$ cat config.mk
export PLATFORM = sky130hd
export DESIGN_NAME = odr_repeater
export DESIGN_NICKNAME = d
export VERILOG_FILES = /design/src/rtl/odr_pkg.sv /design/src/rtl/odr_sync.sv /design/src/rtl/odr_timer.sv /design/src/rtl/odr_ctrl.sv /design/src/rtl/odr_repeater.sv
export SDC_FILE = /design/constraint.sdc
export NUM_CORES = 1
export LEC_CHECK = 0
export BUFFER_PORTS_ARGS = -buffer_cell sky130_fd_sc_hd__buf_4
export CAP_MARGIN = 15
export CORE_AREA = 2 2 39 41
export CTS_BUF_LIST = sky130_fd_sc_hd__clkbuf_8
export CTS_CLUSTER_DIAMETER = 80
export DETAILED_ROUTE_END_ITERATION = 8
export DIE_AREA = 0 0 41 43
export HOLD_SLACK_MARGIN = 0.03
export PLACE_DENSITY = 0.63
export SLEW_MARGIN = 20
export SYNTH_ARGS = -nofsm -noshare
export SYNTH_HDL_FRONTEND = slang
export SYNTH_SLANG_ARGS = --single-unit
$ cat constraint.sdc
create_clock -name clk -period 1.7 [get_ports clk]
set_clock_uncertainty 0.05 [all_clocks]
set_input_delay 0.17 -clock clk [delete_from_list [all_inputs] [get_ports clk]]
set_output_delay 0.17 -clock clk [all_outputs]
set_load 0.01 [all_outputs]
$ cat src/rtl/odr_pkg.sv
`timescale 1ns/1ps
// Package: shared types for the open-drain line repeater.
// Assumes side index 0 is the host line and index 1 is the card line.
package odr_pkg;

    // Number of line sides handled by one repeater.
    localparam int NUM_SIDES = 2;

    // Side index encoding.
    localparam int SIDE_HOST = 0;
    localparam int SIDE_CARD = 1;

    // Transfer state of the arbiter.
    typedef enum logic [1:0] {
        ST_IDLE   = 2'd0,  // nothing driven, waiting for a falling edge
        ST_DELAY  = 2'd1,  // master chosen, edge delay running
        ST_HOLD   = 2'd2,  // slave side pulled low
        ST_PULLUP = 2'd3   // slave side actively driven high
    } odr_state_e;

endpackage

$ cat src/rtl/odr_sync.sv
`timescale 1ns/1ps
// Module: odr_sync
// Brings one asynchronous line level into the clock domain through a
// chain of STAGES flops. Keeps the previous synchronized level and flags
// a high-to-low transition. Assumes the line rests high, so every flop
// resets to 1 and no false edge is reported after reset.
module odr_sync #(
    parameter int STAGES = 2
) (
    input  logic clk,
    input  logic rst_n,
    input  logic line_in,
    output logic level,
    output logic fall
);

    logic [STAGES-1:0] chain;
    logic              prev;

    // First synchronizer stage samples the raw line.
    always_ff @(posedge clk) begin
        if (!rst_n) chain[0] <= 1'b1;
        else        chain[0] <= line_in;
    end

    // Remaining stages shift the level along the chain.
    generate
        for (genvar g = 1; g < STAGES; g++) begin : g_stage
            always_ff @(posedge clk) begin
                if (!rst_n) chain[g] <= 1'b1;
                else        chain[g] <= chain[g-1];
            end
        end
    endgenerate

    // Remember the last synchronized level for edge detection.
    always_ff @(posedge clk) begin
        if (!rst_n) prev <= 1'b1;
        else        prev <= chain[STAGES-1];
    end

    // Expose level and falling edge.
    always_comb begin
        level = chain[STAGES-1];
        fall  = prev & ~chain[STAGES-1];
    end

endmodule

$ cat src/rtl/odr_timer.sv
`timescale 1ns/1ps
// Module: odr_timer
// Down-counter shared by the edge delay and the pull-up period. A load
// sets the start value; the counter then decrements to zero and holds.
// Assumes the caller loads value-1 for a window of value cycles.
module odr_timer #(
    parameter int W = 3
) (
    input  logic         clk,
    input  logic         rst_n,
    input  logic         load,
    input  logic [W-1:0] load_val,
    output logic         done
);

    logic [W-1:0] cnt;

    // Load or count down toward zero.
    always_ff @(posedge clk) begin
        if (!rst_n)           cnt <= '0;
        else if (load)        cnt <= load_val;
        else if (cnt != '0)   cnt <= cnt - 1'b1;
    end

    // Zero marks the end of the running window.
    always_comb done = (cnt == '0);

endmodule

$ cat src/rtl/odr_ctrl.sv
`timescale 1ns/1ps
// Module: odr_ctrl
// Arbitration and sequencing for one line. The first side with a
// falling edge becomes master; the card side wins a tie. Only the
// master's level is watched until the transfer ends, so slave edges
// are locked out. Assumes the timer windows are loaded on state entry.
module odr_ctrl
    import odr_pkg::*;
#(
    parameter int W        = 3,
    parameter int DLY_LOAD = 2,
    parameter int PU_LOAD  = 3
) (
    input  logic                 clk,
    input  logic                 rst_n,
    input  logic                 en,
    input  logic [NUM_SIDES-1:0] level,
    input  logic [NUM_SIDES-1:0] fall,
    input  logic                 tmr_done,
    output logic                 tmr_load,
    output logic [W-1:0]         tmr_val,
    output odr_state_e           state,
    output logic                 master
);

    odr_state_e state_nx;
    logic       master_nx;
    logic       master_lvl;

    // Level of the side that currently owns the line.
    always_comb master_lvl = level[master];

    // Next-state and timer-load decision.
    always_comb begin
        state_nx  = state;
        master_nx = master;
        tmr_load  = 1'b0;
        tmr_val   = W'(DLY_LOAD);
        unique case (state)
            ST_IDLE: begin
                if (fall[SIDE_CARD]) begin
                    state_nx  = ST_DELAY;
                    master_nx = 1'b1;
                    tmr_load  = 1'b1;
                end else if (fall[SIDE_HOST]) begin
                    state_nx  = ST_DELAY;
                    master_nx = 1'b0;
                    tmr_load  = 1'b1;
                end
            end
            ST_DELAY: begin
                if (master_lvl)    state_nx = ST_IDLE;
                else if (tmr_done) state_nx = ST_HOLD;
            end
            ST_HOLD: begin
                if (master_lvl) begin
                    state_nx = ST_PULLUP;
                    tmr_load = 1'b1;
                    tmr_val  = W'(PU_LOAD);
                end
            end
            ST_PULLUP: begin
                if (tmr_done) state_nx = ST_IDLE;
            end
            default: state_nx = ST_IDLE;
        endcase
    end

    // State register; disable drops any transfer.
    always_ff @(posedge clk) begin
        if (!rst_n || !en) begin
            state  <= ST_IDLE;
            master <= 1'b0;
        end else begin
            state  <= state_nx;
            master <= master_nx;
        end
    end

endmodule

$ cat src/rtl/odr_repeater.sv
`timescale 1ns/1ps
// Module: odr_repeater (top)
// Bidirectional open-drain repeater for one line. Synchronizes both
// line inputs, arbitrates the master and decodes per-side pull-low and
// drive-high enables from the transfer state. Assumes external passive
// pull-ups and pad drivers; EDGE_DLY and PU_TIME are at least 1.
module odr_repeater
    import odr_pkg::*;
#(
    parameter int SYNC_STAGES = 2,
    parameter int EDGE_DLY    = 3,
    parameter int PU_TIME     = 4
) (
    input  logic clk,
    input  logic rst_n,
    input  logic en,
    input  logic host_in,
    input  logic card_in,
    output logic host_pull_lo,
    output logic host_drive_hi,
    output logic card_pull_lo,
    output logic card_drive_hi
);

    localparam int MAX_CNT = (EDGE_DLY > PU_TIME) ? EDGE_DLY : PU_TIME;
    localparam int CW      = $clog2(MAX_CNT + 1);

    logic [NUM_SIDES-1:0] line_raw;
    logic [NUM_SIDES-1:0] level;
    logic [NUM_SIDES-1:0] fall;
    logic [NUM_SIDES-1:0] pull_lo;
    logic [NUM_SIDES-1:0] drive_hi;
    logic                 tmr_load;
    logic [CW-1:0]        tmr_val;
    logic                 tmr_done;
    logic                 master;
    odr_state_e           state;

    // Gather the line inputs by side index.
    always_comb begin
        line_raw[SIDE_HOST] = host_in;
        line_raw[SIDE_CARD] = card_in;
    end

    // One synchronizer and enable decoder per side.
    generate
        for (genvar s = 0; s < NUM_SIDES; s++) begin : g_side
            odr_sync #(.STAGES(SYNC_STAGES)) u_sync (
                .clk     (clk),
                .rst_n   (rst_n),
                .line_in (line_raw[s]),
                .level   (level[s]),
                .fall    (fall[s])
            );

            // Drive only the non-master side, only while enabled.
            always_comb begin
                pull_lo[s]  = en && (state == ST_HOLD)   && (int'(master) != s);
                drive_hi[s] = en && (state == ST_PULLUP) && (int'(master) != s);
            end
        end
    endgenerate

    odr_timer #(.W(CW)) u_timer (
        .clk      (clk),
        .rst_n    (rst_n),
        .load     (tmr_load),
        .load_val (tmr_val),
        .done     (tmr_done)
    );

    odr_ctrl #(
        .W        (CW),
        .DLY_LOAD (EDGE_DLY - 1),
        .PU_LOAD  (PU_TIME - 1)
    ) u_ctrl (
        .clk      (clk),
        .rst_n    (rst_n),
        .en       (en),
        .level    (level),
        .fall     (fall),
        .tmr_done (tmr_done),
        .tmr_load (tmr_load),
        .tmr_val  (tmr_val),
        .state    (state),
        .master   (master)
    );

    // Map the per-side enables to the ports.
    always_comb begin
        host_pull_lo  = pull_lo[SIDE_HOST];
        host_drive_hi = drive_hi[SIDE_HOST];
        card_pull_lo  = pull_lo[SIDE_CARD];
        card_drive_hi = drive_hi[SIDE_CARD];
    end

endmodule

Word-level counts from Yosys, hierarchy flattened

Index checks and enable logic that the tools add are counted.

Add/sub/neg operators: 1
Order comparisons: 1
Equality and inequality tests: 7
Mux-type cells: 19
Bitwise gates (word level): 5
Reductions and logical operators: 16

Operators with widths:

| operator                                                             | count |
|---|---|
| 2-bit 2-to-1 mux                                                     | 6 |
| 3-bit 2-to-1 mux                                                     | 3 |
| 1-bit 2-to-1 mux                                                     | 8 |
| 2-bit one-hot mux with 4 select lines                                | 1 |
| 1-bit logical AND                                                    | 6 |
| 3-bit by 2-bit != test with 1-bit output, second input constant      | 2 |
| 2-bit == test, second input constant                                 | 2 |
| 4-bit AND reduction                                                  | 1 |
| 2-bit nonzero test                                                   | 2 |
| 3-bit logical NOT                                                    | 1 |
| 1-bit inverter                                                       | 3 |
| 3-bit nonzero test                                                   | 1 |
| 3-bit by 1-bit subtractor with 3-bit output, second input constant   | 1 |
| 1-bit bitwise AND                                                    | 2 |
| 2-bit by 1-bit == test with 1-bit output, second input constant      | 1 |
| 1-bit logical NOT                                                    | 2 |
| 2-bit logical NOT                                                    | 1 |
| 1-bit by 2-bit < comparator with 1-bit output, second input constant | 1 |
| 2-bit by 1-bit != test with 1-bit output, second input constant      | 1 |
| 2-bit != test, second input constant                                 | 1 |
| 1-bit one-hot mux with 2 select lines                                | 1 |
| 2-bit AND reduction                                                  | 1 |
| 1-bit logical OR                                                     | 1 |

Register bits after elaboration: 12
Input bits: 5
Output and inout bits: 4

Logic depth before layout (Yosys ltp)

Word-level depth: 6
Gate-level depth with buffers: 6
Gate-level depth less buffers: 6

Cells and area by module

A second synthesis with hierarchy kept.

Cells, all modules: 66
Area, all modules: 625.6 sq um

Modules (own cells, without submodules):

| module       | instances | cells an instance | area each (sq um) | sequential area each (sq um) |
|---|---|---|---|---|
| odr_ctrl     | 1         | 26                | 205.2             | 60.1 |
| odr_timer    | 1         | 22                | 205.2             | 60.1 |
| odr_sync     | 2         | 7                 | 85.1              | 60.1 |
| odr_repeater | 1         | 4                 | 45.0              | 0.0 |

Worst setup path after synthesis

OpenSTA, ideal clock, no wires.

Kind: register to register
Start: register u_timer.cnt[0]
End: register u_timer.cnt[1]
Setup time: 120 ps
Data arrival time: 1,166 ps
Data required time: 1,530 ps
Slack: 364 ps
Cell stages (with the launch flop): 6
Clock period less this slack: 1,336 ps
Cell sequence: dfxtp_1 > inv_1 > ha_1 > and2b_1 > mux2i_1 > o31a_1

Cells in the longest elaborated chain, start to end: 3

RTL lines:

| item                                        | line            | source |
|---|---|---|
| start: declaration                          | odr_timer.sv:16 | `logic [W-1:0] cnt;` |
| start signal: assignment                    | odr_timer.sv:21 | `else if (load) cnt <= load_val;` |
| start signal: assignment                    | odr_timer.sv:22 | `else if (cnt != '0) cnt <= cnt - 1'b1;` |
| 3-bit by 1-bit subtractor with 3-bit output | odr_timer.sv:22 |  |
| 3-bit 2-to-1 mux                            | odr_timer.sv:22 |  |
| 3-bit 2-to-1 mux                            | odr_timer.sv:21 |  |

Parallel ways exist; a longest one is shown, timed or not. The select of a mux whose other input is x is not followed.
A chain may end at the register's enable or synchronous reset.

Worst setup path after layout

Ends and elaborated chain as after synthesis.

==> results.py <==
metrics = {
    "drt": {
        "drt_iter0_markers": 7,
        "viasPerCell": 4.60,
        "drc": 0,
        "wire_per_inst_microns": 9.95,
        "drtAntennaViolNets": 0,
        "firstDrtPassIters": 4,
        "vias": 377,
        "routed_wl_microns": 816,
    },
    "finish": {
        "area_delta_synth_final_pct": 26.1,
        "nets": 74,
        "drive_gt1_frac": 0.258,
        "antenna_cells": 0,
        "n_fill_cell": 130,
        "register_area_sq_um": 240,
        "design_area_sq_um": 664,
        "mostFrequentLayoutCell": "dfxtp_1",
        "multi_input_area_sq_um": 270,
        "instances_no_fill": 82,
        "final_util": 0.480,
        "final_cell_mix": "dfxtp_1, buf_4, nand2b_1",
    },
    "floorplan": {
        "die_area_sq_um": 1760,
        "start_util": 0.381,
        "core_area_sq_um": 1380,
        "die_w_microns": 41,
        "die_y_microns": 43,
        "io_pins": 9,
        "rows": 14,
    },
    "setup_path": {
        "startpoint": "u_timer.cnt[0]$_SDFFE_PN0P_",
        "cp.arrival_ns": 1.48,
        "critPathRequiredTime_ns": 1.79,
        "rr_startpoint": "u_timer.cnt[0]$_SDFFE_PN0P_",
        "critical_path_class": "reg -> reg",
        "start_kind": "register",
        "worst-path-max-fanout": 5,
        "endpoint_kind": "register",
    },
    "cts": {
        "cts_resized": 0,
        "clock_latency_ns": 0.24,
        "htreeDepth": 1,
        "cts-hold-fix-buffers": 0,
        "cts_buffers": 3,
        "path_clk_slew_ns": 0.05,
        "cts_sinks": 12,
        "clockRootBuffer": "clkbuf_8",
        "post_cts_buffers": 0,
        "cts_tree": "yes",
        "cts_buffer_depth": 2,
    },
    "sta": {
        "drv_slew": 0,
        "hold_viol": 0,
        "setup_viol": 0,
        "finalSetupTns_ns": 0,
        "slew_headroom": 0.773,
        "layout_worst_path_cycle_share": 0.821,
        "grt_setup_unrepaired": "no",
        "worst_slew_pin_slew_ns": 0.338,
        "fmax_ghz": 0.716,
        "period_needed_ns": 1.40,
    },
    "place": {
        "place_congestion": 0.690,
        "dp_cells": 78,
        "dpl-instance-area_sq_um": 609,
        "port_buffers": 8,
        "dpl.hpwl_microns": 619,
    },
    "hold_path": {
        "holdCritStartpoint": "card_in",
        "hold_class": "in -> reg",
    },
    "yosys": {
        "yosys.area_share.simple": 0.287,
        "synth-adder-area-share": 0.0475,
        "synth-compound-area-share": 0.0784,
        "synth_seq_cells": 12,
        "synth.top_cell.area_share": 0.456,
        "syn-num-nets": 61,
        "synth.avg_cell_area_sq_um": 9.75,
        "synth_top_cell_by_area": "dfxtp_1",
        "netlist_instances": 54,
        "synth-xor-area-share": 0.0166,
        "synth_top_family_by_area": "simple AND/OR/NAND/NOR gates",
        "synth_area_sq_um": 527,
        "synth-seq-area-share": 0.456,
        "yosysUniqueCellTypes": 22,
        "synthMuxAreaShare": 0.0831,
        "yosysWarnings": 0,
        "yosys-top-cells-area": "dfxtp_1, nand2b_1, mux2i_1",
    },
    "grt": {
        "grt_pass1_wl_mm": 1.27,
        "grt_pass1_vias": 325,
        "gr-total-overflow": 0,
        "grt_use_total": 0.114,
        "grt_start_max_net_pins": 10,
        "antenna_found_initial": 0,
    },
    "power": {
        "vdd_drop_max_uv": 553,
        "finalPower_uw": 883,
        "p_leak_uw": 0.000277,
        "powerDensity_nw_per_um2": 1330,
    },
    "run_status": {
        "status": "complete, no violations",
    },
    "run": {
        "maxCapViolCount": 0,
    },
}
-- critical path, stage by stage (launching register included) --
cell and delay [ns]:
dfxtp_1 0.34, inv_1 0.06, ha_1 0.20, and2b_1 0.23
mux2i_1 0.14, o31a_1 0.27
-- cells in the mapped netlist --
library cell / number
nand2b_1: 6
nor2b_1: 2
and4_2: 1
ha_1: 2
and2b_1: 1
nor3_1: 2
xnor2_1: 1
a221oi_2: 1
o31a_1: 1
nor3b_1: 2
mux2i_2: 1
buf_2: 1
nor3b_2: 1
nor2_1: 5
dfxtp_1: 12
a21oi_1: 1
a22oi_1: 1
nand4b_1: 1
mux2i_1: 3
nand2_1: 5
o21ai_1: 1
inv_1: 3
-- stage by stage --
| step | hold slack [ns] | setup slack (ns) |
|---|---|---|
| 6_report | 0.0605 | 0.304 |
| 5_1_grt | 0.0524 | 0.216 |
| 4_1_cts | 0.0556 | 0.287 |
| 3_5_place_dp | 0.309 | 0.294 |
| 3_3_place_gp | 0.305 | 0.337 |
| 2_1_floorplan | 0.193 | 0.364 |
-- state kept, by name (all words and copies together), names as in the netlist, named ones only --
register,count
g_side.u_sync.chain,2
g_side.u_sync.level,2
g_side.u_sync.prev,2
u_ctrl.master,1
u_ctrl.state,1
u_timer.cnt,3
-- logic make-up (layout without fill, tap and decap cells) --
logic type | count (synthesis) | after routing
AND/OR/NAND/NOR | 26 | 26
flip-flops | 12 | 12
AO/OA/AOI/OAI | 5 | 5
multiplexers | 4 | 4
buffers and inverters | 4 | 16
adder cells (fa/ha/maj) | 2 | 2
XOR/XNOR | 1 | 1
-- per-layer routing --
| layer | vias up | global-route usage | wire length (microns) |
|---|---|---|---|
| li1 | 206 | - | - |
| met1 | 162 | 0.121 | 396 |
| met2 | 7 | 0.163 | 356 |
| met3 | 2 | 0.0785 | 45 |
| met4 | 0 | 0.0600 | 17 |
| met5 | - | 0 | 0 |
-- path summary, 6_finish.rpt --
kind                                                        endpoint  slack (ns)  cells past startpoint
worst max register to register           u_timer.cnt[1]$_SDFFE_PN0P_        0.30                      5
worst min-delay path            g_side[1].u_sync.chain[0]$_SDFF_PN1_        0.06                      2
worst max-delay path                     u_timer.cnt[1]$_SDFFE_PN0P_        0.30                      5
worst min register to register     g_side[1].u_sync.level$_SDFF_PN1_        0.35                      1
-- area by class of cell --
class	count	share of cell area
Clock buffer	4	0.0829
Inverter	3	0.0169
Multi-Input combinational cell	38	0.407
Sequential cell	12	0.362
Tap cell	16	0.0301
Timing Repair Buffer	9	0.102
-- power by group --
part | internal, uW | switching [uW]
registers | 320 | 17.4
logic | 115 | 120
clock network | 205 | 105
(Power assumes the default switching activity.)
